--- src/rtl/i2c_bm_pkg.sv ---
package i2c_bm_pkg;

  typedef enum logic [2:0] {
    OP_IDLE    = 3'd0,
    OP_START   = 3'd1,
    OP_RESTART = 3'd2,
    OP_STOP    = 3'd3,
    OP_WRITE   = 3'd4,
    OP_READ    = 3'd5
  } op_e;

  localparam logic [1:0] Q_LEAD   = 2'd0;
  localparam logic [1:0] Q_RISE   = 2'd1;
  localparam logic [1:0] Q_SAMPLE = 2'd2;
  localparam logic [1:0] Q_TRAIL  = 2'd3;

  function automatic logic op_legal(input logic [2:0] code);
    return (code >= 3'd1) && (code <= 3'd5);
  endfunction

  function automatic logic op_is_byte(input op_e op);
    return (op == OP_WRITE) || (op == OP_READ);
  endfunction

endpackage

--- src/rtl/i2c_bm_rst_sync.sv ---
module i2c_bm_rst_sync #(
  parameter int STAGES = 2
) (
  input  logic clk,
  input  logic rst_n,
  output logic rst_sync_n
);

  logic [STAGES-1:0] sync_q;

  always_ff @(posedge clk or negedge rst_n) begin
    if (!rst_n) begin
      sync_q <= '0;
    end else begin
      sync_q <= {sync_q[STAGES-2:0], 1'b1};
    end
  end

  assign rst_sync_n = sync_q[STAGES-1];

endmodule

--- src/rtl/i2c_bm_quarter_timer.sv ---
module i2c_bm_quarter_timer
  import i2c_bm_pkg::*;
#(
  parameter int BW = 4
) (
  input  logic          clk,
  input  logic          rst_n,
  input  logic          clr,
  input  logic          run,
  input  logic          tick,
  input  logic [BW-1:0] last_bit,
  output logic [1:0]    quarter,
  output logic [BW-1:0] bit_idx,
  output logic          sample_stb,
  output logic          adv_stb,
  output logic          done_stb
);

  logic [1:0]    q_q, q_d;
  logic [BW-1:0] b_q, b_d;
  logic          step;

  assign step       = run && tick;
  assign adv_stb    = step && (q_q == Q_TRAIL);
  assign done_stb   = adv_stb && (b_q == last_bit);
  assign sample_stb = step && (q_q == Q_SAMPLE);

  always_comb begin
    q_d = q_q;
    b_d = b_q;
    if (clr) begin
      q_d = Q_LEAD;
      b_d = '0;
    end else if (step) begin
      if (q_q == Q_TRAIL) begin
        q_d = Q_LEAD;
        b_d = (b_q == last_bit) ? '0 : b_q + 1'b1;
      end else begin
        q_d = q_q + 2'd1;
      end
    end
  end

  always_ff @(posedge clk or negedge rst_n) begin
    if (!rst_n) begin
      q_q <= Q_LEAD;
      b_q <= '0;
    end else begin
      q_q <= q_d;
      b_q <= b_d;
    end
  end

  assign quarter = q_q;
  assign bit_idx = b_q;

  // the phase moves only on a tick
  p_quarter_waits_tick_r9: assert property (@(posedge clk) disable iff (!rst_n)
    !tick |=> $stable(q_q));

  // the bit index never passes the last bit of the operation
  p_bit_in_range_r9: assert property (@(posedge clk) disable iff (!rst_n)
    run |-> (b_q <= last_bit));

endmodule

--- src/rtl/i2c_bm_shifter.sv ---
module i2c_bm_shifter #(
  parameter int W = 8
) (
  input  logic         clk,
  input  logic         rst_n,
  input  logic         load,
  input  logic [W-1:0] load_val,
  input  logic         shift_en,
  input  logic         bit_in,
  output logic [W-1:0] data
);

  logic [W-1:0] sh_q, sh_d;

  always_comb begin
    sh_d = sh_q;
    if (load) begin
      sh_d = load_val;
    end else if (shift_en) begin
      sh_d = {sh_q[W-2:0], bit_in};
    end
  end

  always_ff @(posedge clk or negedge rst_n) begin
    if (!rst_n) begin
      sh_q <= '0;
    end else begin
      sh_q <= sh_d;
    end
  end

  assign data = sh_q;

endmodule

--- src/rtl/i2c_byte_master.sv ---
module i2c_byte_master
  import i2c_bm_pkg::*;
#(
  parameter int DATA_W = 8
) (
  input  logic              clk,
  input  logic              rst_n,
  input  logic              tick,
  input  logic              cmd_valid,
  input  logic [2:0]        cmd_op,
  input  logic [DATA_W-1:0] cmd_wdata,
  input  logic              cmd_nack,
  input  logic              irq_clr,
  input  logic              sda_in,
  output logic              scl_oe,
  output logic              sda_oe,
  output logic              busy,
  output logic              irq,
  output logic              ack_status,
  output logic [DATA_W-1:0] rx_data
);

  localparam int             BW      = $clog2(DATA_W + 1);
  localparam logic [BW-1:0]  ACK_IDX = BW'(DATA_W);

  logic              rst_q_n;
  op_e               op_q, op_d;
  logic              busy_q, busy_d;
  logic              irq_q, irq_d;
  logic              ack_q, ack_d;
  logic              mack_q, mack_d;
  logic [DATA_W-1:0] rx_q, rx_d;
  logic              scl_q, scl_d;
  logic              sda_q, sda_d;
  logic              scl_lvl, sda_lvl;

  logic              accept;
  logic [1:0]        quarter;
  logic [BW-1:0]     bit_idx;
  logic [BW-1:0]     last_bit;
  logic              sample_stb, adv_stb, done_stb;
  logic              at_ack;
  logic              scl_high_q;
  logic [DATA_W-1:0] sh_data;
  logic [DATA_W-1:0] sh_ld_val;
  logic              sh_en;

  i2c_bm_rst_sync #(.STAGES(2)) u_rst_sync (
    .clk        (clk),
    .rst_n      (rst_n),
    .rst_sync_n (rst_q_n)
  );

  assign accept   = cmd_valid && !busy_q && op_legal(cmd_op);
  assign last_bit = op_is_byte(op_q) ? ACK_IDX : '0;
  assign at_ack   = (bit_idx == ACK_IDX);

  i2c_bm_quarter_timer #(.BW(BW)) u_timer (
    .clk        (clk),
    .rst_n      (rst_q_n),
    .clr        (accept),
    .run        (busy_q),
    .tick       (tick),
    .last_bit   (last_bit),
    .quarter    (quarter),
    .bit_idx    (bit_idx),
    .sample_stb (sample_stb),
    .adv_stb    (adv_stb),
    .done_stb   (done_stb)
  );

  assign sh_ld_val = (cmd_op == OP_WRITE) ? cmd_wdata : '0;
  assign sh_en     = busy_q && !at_ack &&
                     (((op_q == OP_READ) && sample_stb) ||
                      ((op_q == OP_WRITE) && adv_stb));

  i2c_bm_shifter #(.W(DATA_W)) u_shifter (
    .clk      (clk),
    .rst_n    (rst_q_n),
    .load     (accept),
    .load_val (sh_ld_val),
    .shift_en (sh_en),
    .bit_in   (sda_in),
    .data     (sh_data)
  );

  // SCL is high in the middle two quarters of a data bit
  assign scl_high_q = (quarter == Q_RISE) || (quarter == Q_SAMPLE);

  // waveform decode: line levels per operation and quarter
  always_comb begin
    scl_lvl = scl_q;
    sda_lvl = sda_q;
    case (op_q)
      OP_START: begin
        scl_lvl = (quarter != Q_TRAIL);
        sda_lvl = (quarter == Q_LEAD);
      end
      OP_RESTART: begin
        scl_lvl = scl_high_q;
        sda_lvl = (quarter == Q_LEAD) || (quarter == Q_RISE);
      end
      OP_STOP: begin
        scl_lvl = (quarter != Q_LEAD);
        sda_lvl = (quarter == Q_SAMPLE) || (quarter == Q_TRAIL);
      end
      OP_WRITE: begin
        scl_lvl = scl_high_q;
        sda_lvl = at_ack ? 1'b1 : sh_data[DATA_W-1];
      end
      OP_READ: begin
        scl_lvl = scl_high_q;
        sda_lvl = at_ack ? mack_q : 1'b1;
      end
      default: begin
        scl_lvl = scl_q;
        sda_lvl = sda_q;
      end
    endcase
  end

  // next-state logic
  always_comb begin
    op_d   = op_q;
    busy_d = busy_q;
    irq_d  = irq_q;
    ack_d  = ack_q;
    mack_d = mack_q;
    rx_d   = rx_q;
    scl_d  = scl_q;
    sda_d  = sda_q;

    if (accept) begin
      op_d   = op_e'(cmd_op);
      busy_d = 1'b1;
      mack_d = cmd_nack;
    end

    if (busy_q) begin
      scl_d = scl_lvl;
      sda_d = sda_lvl;
    end

    if (busy_q && (op_q == OP_WRITE) && at_ack && sample_stb) begin
      ack_d = sda_in;
    end

    if (irq_clr) begin
      irq_d = 1'b0;
    end

    if (done_stb) begin
      busy_d = 1'b0;
      irq_d  = 1'b1;
      if (op_q == OP_READ) begin
        rx_d = sh_data;
      end
    end
  end

  always_ff @(posedge clk or negedge rst_q_n) begin
    if (!rst_q_n) begin
      op_q   <= OP_IDLE;
      busy_q <= 1'b0;
      irq_q  <= 1'b0;
      ack_q  <= 1'b0;
      mack_q <= 1'b0;
      rx_q   <= '0;
      scl_q  <= 1'b1;
      sda_q  <= 1'b1;
    end else begin
      op_q   <= op_d;
      busy_q <= busy_d;
      irq_q  <= irq_d;
      ack_q  <= ack_d;
      mack_q <= mack_d;
      rx_q   <= rx_d;
      scl_q  <= scl_d;
      sda_q  <= sda_d;
    end
  end

  assign scl_oe     = ~scl_q;
  assign sda_oe     = ~sda_q;
  assign busy       = busy_q;
  assign irq        = irq_q;
  assign ack_status = ack_q;
  assign rx_data    = rx_q;

  // busy ends only together with a raised completion flag
  p_busy_ends_with_irq_r1: assert property (@(posedge clk) disable iff (!rst_q_n)
    $fell(busy_q) |-> irq_q);

  // a command during an operation leaves the operation unchanged
  p_ignore_when_busy_r10: assert property (@(posedge clk) disable iff (!rst_q_n)
    (busy_q && cmd_valid) |=> (op_q == $past(op_q)));

  // inside a byte, SDA holds while SCL stays high
  p_sda_still_scl_high_r4: assert property (@(posedge clk) disable iff (!rst_q_n)
    (busy_q && $past(busy_q) && op_is_byte(op_q) && scl_q && $past(scl_q))
      |-> (sda_q == $past(sda_q)));

  // lines hold their level while no operation runs
  p_lines_hold_idle_r12: assert property (@(posedge clk) disable iff (!rst_q_n)
    !busy_q |=> ($stable(scl_q) && $stable(sda_q)));

endmodule

--- config.mk ---
export PLATFORM = sky130hd
export DESIGN_NAME = i2c_byte_master
export DESIGN_NICKNAME = d
export VERILOG_FILES = /design/src/rtl/i2c_bm_pkg.sv /design/src/rtl/i2c_bm_rst_sync.sv /design/src/rtl/i2c_bm_quarter_timer.sv /design/src/rtl/i2c_bm_shifter.sv /design/src/rtl/i2c_byte_master.sv
export SDC_FILE = /design/constraint.sdc
export NUM_CORES = 1
export LEC_CHECK = 0
export ABC_AREA = 1
export BUFFER_PORTS_ARGS = -buffer_cell sky130_fd_sc_hd__clkbuf_2
export CAP_MARGIN = 10
export CORE_UTILIZATION = 53
export CTS_BUF_LIST = sky130_fd_sc_hd__clkbuf_4
export DETAILED_ROUTE_END_ITERATION = 7
export PLACE_DENSITY = 0.8
export RECOVER_POWER = 25
export SYNTH_ARGS = -nofsm -noshare
export SYNTH_HDL_FRONTEND = slang
export SYNTH_HIERARCHICAL = 1
export SYNTH_SLANG_ARGS = --single-unit
export TNS_END_PERCENT = 100
--- constraint.sdc ---
create_clock -name clk -period 2.1 [get_ports clk]
set_clock_uncertainty 0.05 [all_clocks]
set_input_delay 0.105 -clock clk [delete_from_list [all_inputs] [get_ports clk]]
set_output_delay 0.105 -clock clk [all_outputs]
set_load 0.02 [all_outputs]
==> results of run 1 <==
power groups by stage:
stage	Combinational [W]	Sequential [W]	Clock, W
after global routing	0.00130	0.00110	0.000406
after detailed placement	0.00112	0.00108	0
after global placement	0.00109	0.00107	0
after floorplan	0.000865	0.00105	0
final	0.00113	0.00107	0.000356
after CTS	0.00114	0.00107	0.000363
Yosys cell counts, drive strengths merged:
master  instances  share of area
nand2          78           0.17
nor3            1         0.0026
a22oi           1         0.0039
o22ai           2         0.0065
buf             2         0.0098
xor2            1         0.0046
a21oi           4          0.018
inv            44          0.086
o21bai          2         0.0078
or2             1         0.0033
clkbuf          1         0.0019
dfrtp          31           0.40
nor2           28          0.074
conb            2         0.0039
a211oi          1         0.0039
o21ai           8          0.021
dfstp           2          0.027
ha              8          0.052
nand3          35          0.099
worst max-delay path, stage by stage (launching register included):
cell	delay (ns)
dfrtp_1	0.45
inv_1	0.11
ha_1	0.16
inv_1	0.04
nor2_1	0.18
nand2_1	0.08
nand2_1	0.06
nand3_1	0.06
inv_1	0.25
nor2_4	0.10
nand2_1	0.09
nand3_1	0.06
registers in the layout (all words and copies together) (netlist names):
signal,count
irq,1
scl_q,1
u_timer/quarter,2
rx_data,8
u_rst_sync/sync_q,2
busy,1
mack_q,1
sda_q,1
u_shifter/data,8
ack_status,1
op_q,3
u_timer/bit_idx,4
cell families after synthesis:
group | Yosys count | share of synthesized area
other | 2 | 0.003905
AO/OA/AOI/OAI | 18 | 0.06116
buffers and inverters | 47 | 0.09759
XOR/XNOR | 1 | 0.004555
adder cells (fa/ha/maj) | 8 | 0.05205
flip-flops | 33 | 0.4307
AND/OR/NAND/NOR | 143 | 0.3500
stage by stage:
step | util | instance area [um^2]
after floorplan | - | 1942
after global placement | 0.6315 | 2157
after detailed placement | 0.6315 | 2157
after CTS | 0.6681 | 2282
after global routing | 0.6670 | 2278
final | 0.6670 | 2278
worst paths after layout:
path	start	slack, ns	end	cells past startpoint
setup / recovery	u_timer/quarter[0]$_DFFE_PN0P_	0.32	u_shifter/data[4]$_DFFE_PN0P_	11
hold / removal	cmd_wdata[6]	0.02	u_shifter/data[6]$_DFFE_PN0P_	5
setup reg to reg	u_timer/quarter[0]$_DFFE_PN0P_	0.32	u_shifter/data[4]$_DFFE_PN0P_	11
hold reg to reg	u_rst_sync/sync_q[0]$_DFF_PN0_	0.31	u_rst_sync/sync_q[1]$_DFF_PN0_	0
max in group asynchronous	u_rst_sync/sync_q[1]$_DFF_PN0_	1.20	u_shifter/data[3]$_DFFE_PN0P_	1
min in group asynchronous	rst_n	0.03	u_rst_sync/sync_q[1]$_DFF_PN0_	2
layout make-up:
type                            instances  area (um^2)  share of cell area
Clock buffer                            5        37.54             0.01647
Clock inverter                          3        17.52            0.007688
Tap cell                               46        57.56             0.02526
Multi-Input combinational cell        177        925.9              0.4064
Inverter                               44        165.2             0.07249
Sequential cell                        33        828.3              0.3635
Timing Repair Buffer                   41        246.5              0.1082
layer usage:
| layer | track usage | vias to the layer above | routed length [um] |
|---|---|---|---|
| met4 | 0.08140 | 0 | 53 |
| met3 | 0.04963 | 7 | 138 |
| met2 | 0.3929 | 39 | 1779 |
| met5 | 0 | - | 0 |
| met1 | 0.2903 | 750 | 1782 |
| li1 | - | 871 | - |
==> key figures, run 1 <==
Die
  • Starting density of the core: 0.5630
  • Die X: 62.24 um
  • Chip Height: 62.24 um
  • Total die area: 0.003873 mm^2
  • Core box area: 0.003416 mm^2
  • I/O pins: 31
  • Placement Rows: 21

Worst setup path
  • Endpoint class of the critical path: flip-flop
  • Critical path arrival: 1.96 ns
  • Worst-path fanout max: 9
  • Kind of critical path: reg2reg
  • Worst Path Required: 2.28 ns
  • Startpoint Class: flip-flop

Power
  • Sw Ratio: 0.4536
  • Combinational share of power: 0.442
  • VDD IR max: 713.1 uV
  • Power Density: 1122 mW/mm^2
  • Clk network pwr share: 0.139
  • Internal power: 0.001397 W
  • Net Switching: 0.001160 W
  • Pleak: 1.302 nW
  • Register share of total power: 0.418
  • Power Total: 0.002557 W

Clock network
  • TritonCTS Buffers: 5
  • Clk sink count: 33
  • Clock Latency Late Sink: 0.34 ns
  • CTS tree: built
  • Max clock buf depth: 2
  • Root buffer cell: clkbuf_4
  • Cts repair resizes: 0
  • Post-CTS Hold Fix Bufs: 7
  • Setup repair bufs after CTS: 0
  • Clk pin slew, worst setup/hold paths: 0.10 ns
  • H-tree Lvls: 2

Logic synthesis
  • Syn Inst Count: 252
  • Synth warn: 6
  • Sequential-to-total area share from yosys stat: 0.4307
  • Syn_area_per_cell: 7.631 um^2
  • Synth cell types: 30
  • Mapped Area: 0.001923 mm^2
  • FF+latch count, synth: 33

Placed design
  • Port buffer count: 30
  • DP HPWL: 2773 um
  • # placed instances: 334
  • DP Worst Slack: 0.3388 ns
  • Routability cong.: 0.8219

Timing
  • Max-slew violations: 0
  • Hold_ws: 0.01519 ns
  • Worst-margin pin slew: 0.7427 ns
  • Fin crit share: 0.8458
  • Fin crit period: 1.776 ns
  • Hold violation count in the final report: 0
  • RSZ-0062 raised after global routing: false
  • Worst setup margin: 0.3238 ns
  • Slew HR: 0.5049
  • Max Freq: 0.5630 GHz
  • Total negative setup slack: 0 ns
  • Endpoints failing setup: 0

Status
  • Status: finished, final reports clean

Global routing
  • Largest net degree at the start of global routing: 32
  • Vias in the first global route: 1694
  • Total track usage: 0.2313
  • Initial antenna violation count: 0
  • Global-route wire length before repair: 7134 um
  • Total grt overflow: 0

Cells and area
  • Area added between synthesis and finish: 18.48%
  • Most common cell after layout, fill and taps aside: nand2_1
  • Antenna Cells: 0
  • Layout cells sized above 1: 0.2343
  • Post-Layout Cell Count: 349
  • Fill cell count: 314
  • Final nets: 328
  • Most frequent cells in the layout: 71 x nand2_1, 36 x inv_1, 32 x nand3_1, 31 x dfrtp_1, 30 x clkbuf_2

Detailed routing
  • Routed Antenna Nets: 0
  • DR iter-0 viols: 95
  • Final WL: 3754 um
  • Drt drc: 0
  • Avg WL per Cell: 10.76 um
  • Detailed-route via count: 1667
  • Detailed-route vias per instance: 4.777
  • Pre-Repair DR Iteration Count: 4

Worst hold path
  • Min-Delay Path Class: in2reg

Job
  • MaxCap Viol Count: 0
(Power assumes the default switching activity.)
==> run 2: changes to the inputs <==
==> constraint.sdc (replaced) <==
create_clock -name clk -period 1.7 [get_ports clk]
set_clock_uncertainty 0.05 [all_clocks]
set_input_delay 0.085 -clock clk [delete_from_list [all_inputs] [get_ports clk]]
set_output_delay 0.085 -clock clk [all_outputs]
set_load 0.02 [all_outputs]
==> key figures, run 2 (same netlist as run 1, synthesis figures left out) <==
Status
  • Status: finished, final reports clean

Global routing
  • Global-route wire length before repair: 7334 um (+2.8%)
  • Total track usage: 0.2411 (+0.009820)
  • Largest net degree at the start of global routing: 32 (unchanged)
  • Total grt overflow: 0 (unchanged)
  • Initial antenna violation count: 0 (unchanged)
  • Vias in the first global route: 1694 (unchanged)

Clock network
  • Max clock buf depth: 2 (unchanged)
  • Clk sink count: 33 (unchanged)
  • Root buffer cell: clkbuf_4
  • Clk pin slew, worst setup/hold paths: 0.11 ns (about the same)
  • CTS tree: built
  • Clock Latency Late Sink: 0.34 ns (about the same)
  • TritonCTS Buffers: 5 (unchanged)
  • H-tree Lvls: 2 (unchanged)

Worst setup path
  • Kind of critical path: reg2reg
  • Startpoint Class: flip-flop
  • Worst Reg-to-Reg Cells: 12 (+1)
  • Worst-path fanout max: 6 (-3)
  • RR Startpoint: op_q[1]$_DFFE_PN0P_
  • Endpoint class of the critical path: flip-flop
  • Worst Path Required: 1.93 ns (-0.35 ns)
  • R2r setup slk: 0.04 ns (-0.29 ns)
  • Critical path arrival: 1.90 ns (-0.06 ns)
  • FF-to-FF End: rx_data[4]$_DFFE_PN0P_

Cells and area
  • Most common cell after layout, fill and taps aside: nand2_1
  • Layout cells sized above 1: 0.2901 (+0.05580)
  • Most frequent cells in the layout: 70 x nand2_1, 35 x inv_1, 32 x nand3_1, 31 x clkbuf_2, 29 x dfrtp_1
  • Sequential cell area: 830.8 um^2 (+0.30%)
  • Area added between synthesis and finish: 32.66%
  • Fill cell count: 275 (-12%)
  • Final nets: 349 (+6.4%)
  • Antenna Cells: 0 (unchanged)
  • Multi-input logic area: 959.7 um^2 (+3.6%)
  • Post-Layout Cell Count: 370 (+6.0%)

Detailed routing
  • DR iter-0 viols: 134 (+41%)
  • Avg WL per Cell: 12.19 um (+13%)
  • Detailed-route vias per instance: 4.962 (+3.9%)
  • Routed Antenna Nets: 0 (unchanged)
  • Final WL: 4510 um (+20%)
  • Drt drc: 0 (unchanged)
  • Pre-Repair DR Iteration Count: 4 (unchanged)
  • Detailed-route via count: 1836 (+10%)

Die
  • Core box area: 0.003416 mm^2 (unchanged)
  • Chip Height: 62.24 um (unchanged)
  • Die X: 62.24 um (unchanged)
  • Total die area: 0.003873 mm^2 (unchanged)
  • I/O pins: 31 (unchanged)
  • Starting density of the core: 0.5630 (unchanged)
  • Placement Rows: 21 (unchanged)

Timing
  • Endpoints failing setup: 0 (unchanged)
  • Max Freq: 0.6016 GHz (+6.9%)
  • Hold violation count in the final report: 0 (unchanged)
  • Worst setup margin: 0.03777 ns (-0.2860 ns)
  • Fin crit share: 0.9778 (+0.1320)
  • Fin crit period: 1.662 ns (-0.1140 ns)
  • Slew HR: 0.4769 (-0.02803)
  • Max-slew violations: 0 (unchanged)
  • Worst-margin pin slew: 0.7847 ns (+0.04204 ns)

Placed design
  • DP Worst Slack: -0.02819 ns (-0.3670 ns)
  • Routability cong.: 0.8417 (+2.4%)
  • Port buffer count: 30 (unchanged)
  • DP HPWL: 2937 um (+5.9%)
  • # placed instances: 339 (+1.5%)

Worst hold path
  • Hold endpoint: u_shifter/data[5]$_DFFE_PN0P_
  • WHS Path Cells: 5 (unchanged)
  • Min-Delay Path Class: in2reg
  • Hold path start: cmd_wdata[5]

Power
  • VDD IR max: 1227 uV (+72%)
  • Pleak: 1.413 nW (+8.5%)
  • Power Total: 0.003746 W (+46%)
  • Power Density: 1468 mW/mm^2 (+31%)

Job
  • MaxCap Viol Count: 0 (unchanged)
run 2: cell types whose count changed in the layout (fill, tap and decap cells not counted), sizes merged:
cell	delta
buf	+15
bufinv	+2
clkinv	-1
clkinvlp	-1
dlygate4sd3	+6
run 2: worst max path at each step:
stage,from,endpoint,slack [ns],depth (start not counted)
after floorplan,op_q[1]$_DFFE_PN0P_,rx_data[7]$_DFFE_PN0P_,0.12,12
after CTS,op_q[1]$_DFFE_PN0P_,rx_data[6]$_DFFE_PN0P_,0.06,12
final,op_q[1]$_DFFE_PN0P_,rx_data[4]$_DFFE_PN0P_,0.04,12
after global routing,op_q[1]$_DFFE_PN0P_,rx_data[4]$_DFFE_PN0P_,-0.12,12
after detailed placement,u_timer/quarter[0]$_DFFE_PN0P_,u_shifter/data[5]$_DFFE_PN0P_,-0.03,11
after global placement,u_timer/quarter[0]$_DFFE_PN0P_,u_shifter/data[5]$_DFFE_PN0P_,0.03,11
run 2: critical path: stages, from the launching register on:
cell     delay, ns
dfrtp_1       0.42
inv_2         0.12
ha_4          0.14
inv_1         0.03
nand2_1       0.05
nand2_1       0.06
nor2_2        0.09
nand2_2       0.07
nor2_1        0.09
buf_4         0.19
buf_12        0.12
nand3_1       0.08
nand2_1       0.09
run 2: area by class of cell:
class,instances,area share
repair buffers,62,0.1697
clock inverters,3,0.02550
inverters,44,0.06572
multi-input cells,177,0.3762
well taps,46,0.02256
flip-flops and latches,33,0.3256
clock buffers,5,0.01471
run 2: per-stage QoR:
stage                     area, um^2  hold WS (ns)    util   TNS, ns
after floorplan                 1943       -0.2606       -         0
after global placement          2195       -0.1782  0.6425         0
after detailed placement        2195       -0.1766  0.6425  -0.09158
after CTS                       2427      0.005175  0.7106         0
after global routing            2551       0.02197  0.7469   -0.6778
final                           2551      0.001829  0.7469         0
run 2: power breakdown:
| part | internal (W) | switching, W |
|---|---|---|
| logic | 0.000708 | 0.00100 |
| clock network | 0.000455 | 0.000284 |
| registers | 0.00105 | 0.000251 |
| total | 0.00221 | 0.00154 |
run 2: layer usage:
layer | up-vias | global-route usage | wire length [um]
li1 | 919 | - | -
met2 | 71 | 0.4093 | 2215
met5 | - | 0 | 0
met1 | 832 | 0.3029 | 1946
met3 | 14 | 0.03860 | 232
met4 | 0 | 0.1047 | 116
run 2: timing repair:
action,CTS,global route
cloned,0,0
pin swaps,0,1
hold endpoints to repair,14,0
resized for setup,1,10
setup endpoints to repair,8,16
hold buffers,13,0
buffers inserted,0,10
